### config.mk
export PLATFORM = sky130hd
export DESIGN_NAME = ttx_acq_filter
export DESIGN_NICKNAME = d
export VERILOG_FILES = /design/src/rtl/ttx_acq_filter.sv
export SDC_FILE = /design/constraint.sdc
export NUM_CORES = 1
export LEC_CHECK = 0
export BUFFER_PORTS_ARGS = -buffer_cell sky130_fd_sc_hd__buf_2
export CAP_MARGIN = 10
export CORE_UTILIZATION = 60
export CTS_CLUSTER_DIAMETER = 200
export DETAILED_ROUTE_END_ITERATION = 10
export PLACE_DENSITY = 0.74
export SYNTH_ARGS = -nofsm -noshare
export SYNTH_HDL_FRONTEND = slang
export SYNTH_SLANG_ARGS = --single-unit
### constraint.sdc
create_clock -name clk -period 8.5 [get_ports clk]
set_input_delay 0.425 -clock clk [delete_from_list [all_inputs] [get_ports clk]]
set_output_delay 0.425 -clock clk [all_outputs]
set_load 0.01 [all_outputs]
### src/rtl/ttx_acq_filter.sv
module ttx_acq_filter #(
  parameter int SLOTS = 32,
  parameter int IDXW  = 6
) (
  input  logic                     clk,
  input  logic                     rst_n,
  input  logic [1:0]               mode,
  input  logic                     byte_vld,
  input  logic                     line_start,
  input  logic [8:0]               line_num,
  input  logic [7:0]               byte_in,
  input  logic                     rd_en,
  input  logic [$clog2(SLOTS)-1:0] rd_addr,
  output logic [7:0]               rd_data,
  output logic                     dav_n
);
  localparam int AW       = $clog2(SLOTS);
  localparam int PKT_FIRST = 3;
  localparam int HDR_FIRST = 10;
  localparam logic [IDXW-1:0] IDX_MAX = '1;

  localparam logic [1:0] M_BDS = 2'd0, M_L16 = 2'd1, M_HDR = 2'd2;
  localparam logic [1:0] H_OK = 2'd0, H_FIX = 2'd1, H_BAD = 2'd2;

  function automatic logic [5:0] ham84(input logic [7:0] b);
    logic s1, s2, s3, sp;
    logic [2:0] syn;
    logic [3:0] d;
    s1  = ~(b[0] ^ b[1] ^ b[5] ^ b[7]);
    s2  = ~(b[1] ^ b[2] ^ b[3] ^ b[7]);
    s3  = ~(b[1] ^ b[3] ^ b[4] ^ b[5]);
    sp  = ~(^b);
    syn = {s3, s2, s1};
    d   = {b[7], b[5], b[3], b[1]};
    if (!sp && syn == 3'd0) return {H_OK, d};
    if (!sp) return {H_BAD, d};
    d[0] = d[0] ^ (syn == 3'd7);
    d[1] = d[1] ^ (syn == 3'd6);
    d[2] = d[2] ^ (syn == 3'd5);
    d[3] = d[3] ^ (syn == 3'd3);
    return {H_FIX, d};
  endfunction

  logic [7:0]      mem [SLOTS];
  logic [IDXW-1:0] cnt, cur, off_pkt, off_hdr;
  logic [3:0]      n0;
  logic            n0_ok, acc, fmt2;
  logic [5:0]      h;
  logic            wr;
  logic [AW-1:0]   wslot;
  logic [7:0]      wdata;

  assign cur     = line_start ? '0 : cnt;
  assign h       = ham84(byte_in);
  assign off_pkt = cur - IDXW'(PKT_FIRST);
  assign off_hdr = cur - IDXW'(HDR_FIRST);
  assign rd_data = mem[rd_addr];

  always_comb begin
    wr    = 1'b0;
    wslot = '0;
    wdata = byte_in;
    case (mode)
      M_BDS: begin
        wslot = off_pkt[AW-1:0];
        if (fmt2) wdata = {4'h0, h[3:0]};
        wr = byte_vld && acc && cur >= IDXW'(PKT_FIRST) && cur < IDXW'(PKT_FIRST + SLOTS)
             && !(fmt2 && h[5:4] == H_BAD);
      end
      M_L16: begin
        wslot = cur[AW-1:0];
        wr    = byte_vld && line_num == 9'd16 && cur < IDXW'(SLOTS);
      end
      M_HDR: begin
        wslot = {~off_hdr[AW-1:AW-2], off_hdr[AW-3:0]};
        wr    = byte_vld && acc && cur >= IDXW'(HDR_FIRST) && cur < IDXW'(HDR_FIRST + SLOTS);
      end
      default: ;
    endcase
  end

  always_ff @(posedge clk) begin
    if (!rst_n) begin
      cnt   <= '0;
      n0    <= '0;
      n0_ok <= 1'b0;
      acc   <= 1'b0;
      fmt2  <= 1'b0;
      dav_n <= 1'b1;
      for (int i = 0; i < SLOTS; i++) mem[i] <= '0;
    end else begin
      if (byte_vld) begin
        if (cur != IDX_MAX) cnt <= cur + 1'b1;
        else cnt <= cur;
        case (cur)
          IDXW'(0): begin
            n0    <= h[3:0];
            n0_ok <= h[5:4] != H_BAD;
            acc   <= 1'b0;
          end
          IDXW'(1): acc <= n0_ok && h[5:4] != H_BAD &&
                           ((mode == M_BDS && n0 == 4'h0 && h[3:0] == 4'hF) ||
                            (mode == M_HDR && !n0[3] && h[3:0] == 4'h0));
          IDXW'(2): if (mode == M_BDS) begin
            acc  <= acc && h[5:4] != H_BAD && h[3:2] == 2'b00;
            fmt2 <= h[1];
          end
          default: ;
        endcase
      end
      if (wr) mem[wslot] <= wdata;
      if (wr) dav_n <= 1'b0;
      else if (rd_en) dav_n <= 1'b1;
    end
  end

  AST_IDLE_NO_STORE: assert property (@(posedge clk) disable iff (!rst_n)
    mode == 2'd3 |-> !wr);
  AST_L16_LINE_ONLY: assert property (@(posedge clk) disable iff (!rst_n)
    (wr && mode == M_L16) |-> line_num == 9'd16);
  AST_F2_NIBBLE_ONLY: assert property (@(posedge clk) disable iff (!rst_n)
    (wr && mode == M_BDS && fmt2) |-> wdata[7:4] == 4'h0);
  AST_FLAG_FALLS_ON_STORE: assert property (@(posedge clk) disable iff (!rst_n)
    $fell(dav_n) |-> $past(wr));
  AST_FLAG_RISES_ON_READ: assert property (@(posedge clk) disable iff (!rst_n)
    $rose(dav_n) |-> $past(rd_en));
endmodule

==> impl_metrics.toml <==
[drt]
first_pass_iters = 6
drtAntennaViolNets = 0
drc = 0
routed_wl_mm = 31.90
vias = 8533
wl_per_cell_um = 25.28
drt-initial-drc-count = 1010
via_per_inst = 6.761

[worst_setup_path]
cp_common_cell = "nor2b_1"
crit_path_max_fanout = 30
worstPathRequired_ns = 8.66
reg2reg_depth = 8
worst-setup-path-type = "flip-flop to flip-flop"
cpPeakStageDelay_ns = 1.18
end_kind = "flip-flop"
arrival_ns = 4.48
crit_slowest_cell = "o21ai_0"
crit_path_cell_trace = "nor2b_1 -> ha_1 -> nand2b_1 -> o31a_1 -> o22ai_1 -> nor2b_1 -> nand2_1 -> o21ai_0"
cp-start-kind = "flip-flop"

[grt]
grt_pass1_vias = 8127
use_met1_pct = 39.19
top_usage_layer = "met2"
grt_pass1_wl_mm = 48.18
track_usage_pct = 28.80
antenna_found_initial = 2
grt_max_degree = 73
grtUsageMet3_pct = 5.633
gr-total-overflow = 0
grt_util_met2_pct = 47.29

[yosys]
yosys.area.top_type = "edfxtp_1"
synth-edff-count = 256
avgSynthCellArea_sq_um = 13.71
yosysTopAreaCellShare_pct = 57.76
synth.area.top_cells = "edfxtp_1 (58%), mux4_2 (14%), nor3_1 (6.7%)"
synth.distinct_cells = 67
syn_inst = 971
netlist_area_sq_mm = 0.01331
synth_ff_type = "edfxtp_1"
ys_ff_latch = 270
async_reset_ff_share_pct = 0
ys_seq_area_share_pct = 59.86
synth_fp_nets = 1005
ys_warn_count = 0

[final_layout]
syn_to_final_growth_pct = 8.188
final_cell_mix = "edfxtp_1 (256), nor3_1 (177), nor2_1 (91)"
num_antenna_cells = 0
n_fill_cell = 1520
drive_above_1_share_pct = 24.75
final_common_cell = "edfxtp_1"
final_net_count = 995

[sta]
tightest_slew_ns = 1.166
period_needed_ns = 4.324
finalClockSkew_ns = 0.01601
drv_slew = 0
post-route-period-util_pct = 50.87
whs_ns = 0.2547
rsz0062_at_grt = "no"
final_hold_viol_count = 0
relSlewSlack_pct = 21.46
finalSetupTns_ns = 0
clock.fmax_mhz = 231.3
setup_viol = 0

[clocking]
cts_tree = "done"
clk_pin_slew_worst_paths_ns = 0.06
cts_resized = 0
clockBufferDepth = 3
postCtsHoldBufs = 0
clk_latency_ns = 0.55
cts_buffers = 28
cts_setup_buffers = 0
cts_sinks = 270
cts.htree.levels = 1
cts_root_buf = "clkbuf_16"

[floorplanning]
ios = 38
core_area_sq_mm = 0.02176
die_w_um = 150.9
dieArea_sq_mm = 0.02278
initial_utilization_pct = 61.18
fp-row-count = 54
die_y_um = 150.9

[placed_design]
place.gp.congestion = 0.8714
dp_hpwl_mm = 20.05
numPortBuffers = 37

[power]
cellPowerDensity_mw_per_mm2 = 202.7
p_leak_nw = 4.625
peakVddDrop_v = 0.0001331

[min_path]
whs_path_depth = 3
hp-class = "input pin to flip-flop"

[status]
status = "complete, no violations"

[job]
max-cap-violations = 0
critical path: cells and delay by family, from the launching register on:
kind | cells | cell delay (ns)
simple gates | 4 | 1.57
flops | 1 | 0.53
fa+ha+maj | 1 | 0.27
compound gates | 3 | 1.57
where the power goes:
part	internal, W	switching [W]	total (W)	leakage [nW]
Clock	0.000654	0.000488	0.00114	0.428
Combinational	0.0000997	0.000166	0.000265	1.43
Sequential	0.00149	0.0000170	0.00151	2.77
per-layer routing:
metal	part of all wire [%]	up-vias
met1	37	4233
met3	11	68
met4	2.6	2
met2	49	488
met5	0.041	-
li1	-	3742
kinds of logic (layout without fill, tap and decap cells):
group                      after synthesis  in the layout  share of synthesized area (%)
DFF                                    270            270                          59.86
buffers and inverters                  116            127                          4.296
xor gates and xnor gates                15             15                          1.466
and+or+nand+nor                        377            377                          14.81
adders and majority gates                5              5                         0.4700
muxes                                   91             91                          14.45
AOI/OAI and AO/OA                       97             97                          4.653
sequential cells by signal (all words and copies together) (netlist names):
signal,count
acc,1
cnt,6
dav_n,1
fmt2,1
mem,256
n0,4
n0_ok,1
stage by stage:
| stage | power [W] | std cells | util [%] | instance area, sq um | setup slack, ns |
|---|---|---|---|---|---|
| 2_1_floorplan | 0.001715 | 971 | - | 13310 | 4.989 |
| 3_3_place_gp | 0.001796 | 1208 | 62.18 | 13530 | 4.118 |
| 3_5_place_dp | 0.001802 | 1208 | 62.18 | 13530 | 3.812 |
| 4_1_cts | 0.002925 | 1259 | 66.12 | 14390 | 4.164 |
| 5_1_grt | 0.003001 | 1262 | 66.19 | 14400 | 3.804 |
| 6_report | 0.002920 | 1262 | 66.19 | 14400 | 4.176 |
cell type report:
class	count	area [sq um]	area share (%)
sequential	270	7968	55.33
multi-input combinational	585	4790	33.26
clock buffer	40	807.0	5.604
timing repair buffer	66	397.9	2.763
tap	280	350.3	2.433
clock inverter	11	50.05	0.3476
inverter	10	37.54	0.2607
synthesized netlist by cell type (all sizes together), types with 2 or more instances:
master and n:
o21ai 43, o211ai 6, o22ai 2, xnor2 9, nand3 12, mux4 80, nor2b 3, a31oi 2
dfxtp 14, mux2i 2, a211oi 2, xor2 6, ha 5, nor2 91, nand2 27, or2 9
buf 61, o21a 3, a21oi 20, o221ai 2, clkbuf 45, mux2 9, and2 2, nor3 203
nand2b 4, nand4b 2, nor4 4, nand4 13, o32ai 2, edfxtp 256, nor4b 2, inv 10
final timing paths:
kind         startpoint    endpoint  slack [ns]
max              cnt[2]  mem[20][5]        4.18
min               rd_en       dav_n        0.25
max reg2reg      cnt[2]  mem[20][5]        4.18
min reg2reg       n0[3]       n0[3]        0.48
Power figures use the tool's default switching activity.
